===== src/rtl/nmi_guard_pkg.sv =====
// Shared register address map for the NMI flag controller.
package nmi_guard_pkg;
    typedef enum logic [1:0] {
        REG_STATUS = 2'd0,
        REG_CLEAR  = 2'd1,
        REG_PERIOD = 2'd2,
        REG_COUNT  = 2'd3
    } reg_addr_e;
endpackage


===== src/rtl/nmi_flag_bank.sv =====
// Sticky per-source pending flags plus the summary bit.
// Assumes: set_i bit NF-1 is the missing-clock level; clr_i[0] clears the
// summary and clr_i[i+1] clears flag i; a set wins over a clear.
module nmi_flag_bank #(
    parameter int NF = 5
) (
    input  logic          clk,
    input  logic          rst_n,
    input  logic [NF-1:0] set_i,
    input  logic          mclk_lvl_i,
    input  logic [NF:0]   clr_i,
    output logic [NF-1:0] flag_o,
    output logic          sum_o
);
    logic [NF-1:0] flag_q;
    logic          sum_q;

    genvar gi;
    generate
        for (gi = 0; gi < NF; gi++) begin : g_flag
            // Purpose: hold one pending flag, reset value depends on its source.
            always_ff @(posedge clk) begin
                if (!rst_n) begin
                    flag_q[gi] <= (gi == NF - 1) ? mclk_lvl_i : 1'b0;
                end else begin
                    flag_q[gi] <= set_i[gi] | (flag_q[gi] & ~clr_i[gi+1]);
                end
            end
        end
    endgenerate

    // Purpose: summary bit, set by any request and re-armed by pending flags.
    always_ff @(posedge clk) begin
        if (!rst_n) begin
            sum_q <= mclk_lvl_i;
        end else begin
            sum_q <= (|set_i) | (~clr_i[0] & (sum_q | (|flag_q)));
        end
    end

    assign flag_o = flag_q;
    assign sum_o  = sum_q;
endmodule


===== src/rtl/nmi_watchdog.sv =====
// Counter that runs while any flag is pending and emits a reset pulse on expiry.
// Assumes: period may be changed at any time; the >= compare keeps it bounded.
module nmi_watchdog #(
    parameter int CNT_W = 16
) (
    input  logic             clk,
    input  logic             rst_n,
    input  logic             pend_i,
    input  logic [CNT_W-1:0] period_i,
    output logic [CNT_W-1:0] cnt_o,
    output logic             wd_rst_o
);
    logic [CNT_W-1:0] cnt_q;
    logic             wd_q;
    logic             expire;

    assign expire = pend_i && (cnt_q >= period_i);

    // Purpose: advance, restart or hold the timeout counter.
    always_ff @(posedge clk) begin
        if (!rst_n) begin
            cnt_q <= '0;
        end else if (!pend_i || expire) begin
            cnt_q <= '0;
        end else begin
            cnt_q <= cnt_q + 1'b1;
        end
    end

    // Purpose: register the one-cycle reset request.
    always_ff @(posedge clk) begin
        if (!rst_n) begin
            wd_q <= 1'b0;
        end else begin
            wd_q <= expire;
        end
    end

    assign cnt_o    = cnt_q;
    assign wd_rst_o = wd_q;
endmodule


===== src/rtl/nmi_regport.sv =====
// Register decode: clear strobes, period register and read multiplexer.
// Assumes: NF + 1 <= CNT_W so the status word fits in the data bus.
module nmi_regport
    import nmi_guard_pkg::*;
#(
    parameter int NF    = 5,
    parameter int CNT_W = 16
) (
    input  logic             clk,
    input  logic             rst_n,
    input  logic [1:0]       addr_i,
    input  logic             wr_i,
    input  logic [CNT_W-1:0] wdata_i,
    input  logic [NF-1:0]    flag_i,
    input  logic             sum_i,
    input  logic [CNT_W-1:0] cnt_i,
    output logic [NF:0]      clr_o,
    output logic [CNT_W-1:0] period_o,
    output logic [CNT_W-1:0] rdata_o
);
    localparam int PAD = CNT_W - NF - 1;

    logic [CNT_W-1:0] period_q;
    reg_addr_e        sel;

    assign sel   = reg_addr_e'(addr_i);
    assign clr_o = (wr_i && sel == REG_CLEAR) ? wdata_i[NF:0] : '0;

    // Purpose: hold the timeout period, maximum after reset.
    always_ff @(posedge clk) begin
        if (!rst_n) begin
            period_q <= '1;
        end else if (wr_i && sel == REG_PERIOD) begin
            period_q <= wdata_i;
        end
    end

    // Purpose: select the register addressed for reading.
    always_comb begin
        case (sel)
            REG_STATUS: rdata_o = {{PAD{1'b0}}, flag_i, sum_i};
            REG_PERIOD: rdata_o = period_q;
            REG_COUNT:  rdata_o = cnt_i;
            default:    rdata_o = '0;
        endcase
    end

    assign period_o = period_q;
endmodule


===== src/rtl/nmi_guard.sv =====
// Top: NMI flag controller with watchdog reset request.
// Assumes: evt_i and mclk_fail_i are synchronous to clk; NUM_EVT <= CNT_W - 2.
module nmi_guard #(
    parameter int NUM_EVT = 4,
    parameter int CNT_W   = 16
) (
    input  logic               clk,
    input  logic               rst_n,
    input  logic [NUM_EVT-1:0] evt_i,
    input  logic               mclk_fail_i,
    input  logic [1:0]         reg_addr,
    input  logic               reg_wr,
    input  logic [CNT_W-1:0]   reg_wdata,
    output logic [CNT_W-1:0]   reg_rdata,
    output logic               nmi_o,
    output logic               wd_rst_o
);
    localparam int NF = NUM_EVT + 1;

    logic [NF-1:0]    set_vec;
    logic [NF-1:0]    flag_q;
    logic             sum_q;
    logic [NF:0]      clr_vec;
    logic             clr_sum;
    logic [CNT_W-1:0] cnt_q;
    logic [CNT_W-1:0] period_q;

    assign set_vec = {mclk_fail_i, evt_i};
    assign clr_sum = clr_vec[0];

    nmi_flag_bank #(.NF(NF)) u_flags (
        .clk        (clk),
        .rst_n      (rst_n),
        .set_i      (set_vec),
        .mclk_lvl_i (mclk_fail_i),
        .clr_i      (clr_vec),
        .flag_o     (flag_q),
        .sum_o      (sum_q)
    );

    nmi_watchdog #(.CNT_W(CNT_W)) u_wd (
        .clk      (clk),
        .rst_n    (rst_n),
        .pend_i   (|flag_q),
        .period_i (period_q),
        .cnt_o    (cnt_q),
        .wd_rst_o (wd_rst_o)
    );

    nmi_regport #(.NF(NF), .CNT_W(CNT_W)) u_regs (
        .clk      (clk),
        .rst_n    (rst_n),
        .addr_i   (reg_addr),
        .wr_i     (reg_wr),
        .wdata_i  (reg_wdata),
        .flag_i   (flag_q),
        .sum_i    (sum_q),
        .cnt_i    (cnt_q),
        .clr_o    (clr_vec),
        .period_o (period_q),
        .rdata_o  (reg_rdata)
    );

    assign nmi_o = sum_q;
endmodule


===== config.mk =====
export PLATFORM = sky130hd
export DESIGN_NAME = nmi_guard
export DESIGN_NICKNAME = d
export VERILOG_FILES = /design/src/rtl/nmi_guard_pkg.sv /design/src/rtl/nmi_flag_bank.sv /design/src/rtl/nmi_watchdog.sv /design/src/rtl/nmi_regport.sv /design/src/rtl/nmi_guard.sv
export SDC_FILE = /design/constraint.sdc
export NUM_CORES = 1
export LEC_CHECK = 0
export ABC_CLOCK_PERIOD_IN_PS = 6070
export BUFFER_PORTS_ARGS = -buffer_cell sky130_fd_sc_hd__clkbuf_2
export CORE_ASPECT_RATIO = 1.4
export CORE_UTILIZATION = 48
export DETAILED_ROUTE_END_ITERATION = 7
export PLACE_DENSITY = 0.71
export SYNTH_ARGS = -nofsm -noshare
export SYNTH_HDL_FRONTEND = slang
export SYNTH_SLANG_ARGS = --single-unit
export TNS_END_PERCENT = 20

===== constraint.sdc =====
create_clock -name clk -period 6.07 [get_ports clk]
set_input_delay 0 -clock clk [delete_from_list [all_inputs] [get_ports clk]]
set_output_delay 0 -clock clk [all_outputs]
set_load 0.005 [all_outputs]

==> metrics.txt <==
clk_lat worst skew 0.30 ns; Tot GR Track Use 24.3%; top cells by area, synth dfxtp_1 (35%), ha_1 (9.5%), mux2i_1 (7.2%); Final min period 2.60 ns; Yosys top cell area share 34.9%; final worst-path cycle share 42.8%; Synth cell types 31; Worst-Margin Slew 1.03 ns; asr flop ratio synth 0%; fmax 0.385 GHz; num ports 44; First DRT Iteration DRCs 146; Synth Area per Inst 8.78 µm²; pre-CTS WS 3.48 ns; first-pass GRT wire length 8990 µm; Critical Setup Path Class flip-flop to flip-flop; H-tree levels 2; CP Capture Type flip-flop; clk sinks 39; GRT overflow 0; WP data arrival 2.82 ns; cell with the most instances after synthesis dfxtp_1; Die X 59.7 µm; Synth Area in Compound Gates 13.1%; Post-synth EDFFs 0; Die Span Y 82.8 µm; CTS Buf Count 5; setup tns final 0 ns; largest buffer count on any clock path 2; VDD IR max 0.121 mV; ant diodes 0; CP max FO 16; post-DP HPWL 3570 µm; final number of setup-violating endpoints 0; Simple-Gate Fraction of Synth Area 23.3%; RD Place Congestion 0.852; post-synth top area cell dfxtp_1; Synth Register Bits 39; DRC viols 0; static leakage 0.00133 µW; CTS Root Cell clkbuf_8; xor/xnor cell area share of the yosys netlist 5.48%; CTS tree done; result of the run finished clean; Final Max Tran Viols 0; largest net degree at the start of global routing 24; Wirelength per Cell 14.4 µm; P per Cell Area 201 mW/mm²; site row count 29; # port buffers 43; crit path launch type flip-flop; vias in the first global route 1849; WP data required 6.30 ns; top cells by count, synth dfxtp_1 (39), nand2_1 (34), inv_1 (20), ha_1 (17); Worst slew margin 31.2%; Synth warnings 0; Fin. Hold Viols 0; clock-pin slew on the worst setup and hold paths 0.08 ns; core area 0.00450 mm²; main combinational cell family by area after synthesis simple AND/OR/NAND/NOR gates; average via count per standard cell 5.18; DR vias 1953; Mapped Cells 255; Max-cap violations 0; min-delay worst type primary input to flip-flop; setup ws final 3.47 ns; mapped cell area 0.00224 mm²; starting density of the core 49.7%; RSZ-0062 raised after global routing false; Antenna Nets Post-Route 0; adder-cell area share of the yosys netlist 9.50%; Final nets 357; Layout area overhead 24.1%; commonest register cell after synthesis dfxtp_1; sequential element share of the synthesized area 34.9%; Synthesized Nets 298; die area 0.00494 mm²; Clock Skew 0.00347 ns; Filler cells 413; initial antenna violation count 0; Pre-antenna DRT Iters 4; drt total wl 5440 µm; mux contribution to synthesized area 7.15%; share of cells above drive strength 1 20.6%; Setup Buffers After CTS 0
-- final cells by class --
class,count,area (µm²),share of cell area (%)
sequential,39,781,28.1
inverter,20,75.1,2.70
timing repair buffer,65,433,15.6
clock buffer,8,100,3.60
tap,62,77.6,2.79
multi-input combinational,183,1310,47.2
-- sequential cells by signal, summed over array words and instances, names as in the netlist --
signal	count
u_wd.wd_rst_o	1
u_wd.cnt_o	16
u_flags.flag_o	5
u_flags.sum_o	1
u_regs.period_o	16
-- cell families (layout without fill, tap and decap cells) --
group | Yosys count | count (layout)
flip-flops | 39 | 39
buffers and inverters | 33 | 93
AND/OR/NAND/NOR | 94 | 94
multiplexers | 16 | 16
AO/OA/AOI/OAI | 42 | 42
XOR/XNOR | 14 | 14
adder cells (fa/ha/maj) | 17 | 17
-- critical path: stages, from the launching register on --
cell and delay (ns):
dfxtp_1 0.42, inv_1 0.07, ha_1 0.28, nand2b_4 0.15, a2111oi_4 0.33, a2111oi_1 0.11, or4_1 0.95, nor2_1 0.23
-- final timing paths --
kind	from	to	slack (ns)	cells after the start
worst max-delay path	u_wd.cnt_o[0]	u_wd.cnt_o[3]	3.47	7
worst min register to register	u_wd.cnt_o[0]	u_wd.cnt_o[0]	0.50	1
worst min-delay path	reg_wr	u_regs.period_o[13]	0.20	4
worst max register to register	u_wd.cnt_o[0]	u_wd.cnt_o[3]	3.47	7
-- metal layers --
| layer | up-vias | GRT usage [%] | share of wire (%) |
|---|---|---|---|
| li1 | 986 | - | - |
| met1 | 898 | 28.4 | 41 |
| met2 | 59 | 41.2 | 54 |
| met3 | 10 | 5.14 | 3.2 |
| met4 | 0 | 10.4 | 2.1 |
| met5 | - | 0 | 0 |
-- metrics by stage --
step / cell area [µm²] / power (µW) / instances / hold WS [ns] / util, %
finish: 2780 / 558 / 377 / 0.203 / 61.8
global route: 2780 / 585 / 377 / 0.224 / 61.8
CTS: 2780 / 560 / 377 / 0.191 / 61.8
detailed placement: 2470 / 355 / 348 / 0.211 / 54.9
global placement: 2470 / 354 / 348 / 0.208 / 54.9
floorplan: 2240 / 330 / 255 / 0.0993 / -
-- placed cells by master (no fill, tap or decap), drive strengths merged, types with 4 or more instances in the layout --
cell         instances
clkbuf              51
dfxtp               39
nand2               34
dlygate4sd3         21
nor2                21
inv                 20
ha                  17
mux2i               16
o211ai              16
nor2b               14
xor2                11
a21oi               10
o21ai                9
nand3                8
and4                 4
nand4                4
-- repair_timing --
action / in CTS / in global routing
hold buffers: 21 / 0
resized for setup: 0 / 0
endpoints found under the hold margin: 22 / 0
endpoints found under the setup margin: 0 / 0
-- where the power goes --
group / total [µW] / internal (µW) / switching [µW]
Combinational: 87.3 / 43.5 / 43.7
Sequential: 274 / 266 / 8.25
Clock: 197 / 104 / 92.7
Note: power is estimated with default switching activity, not from simulation.
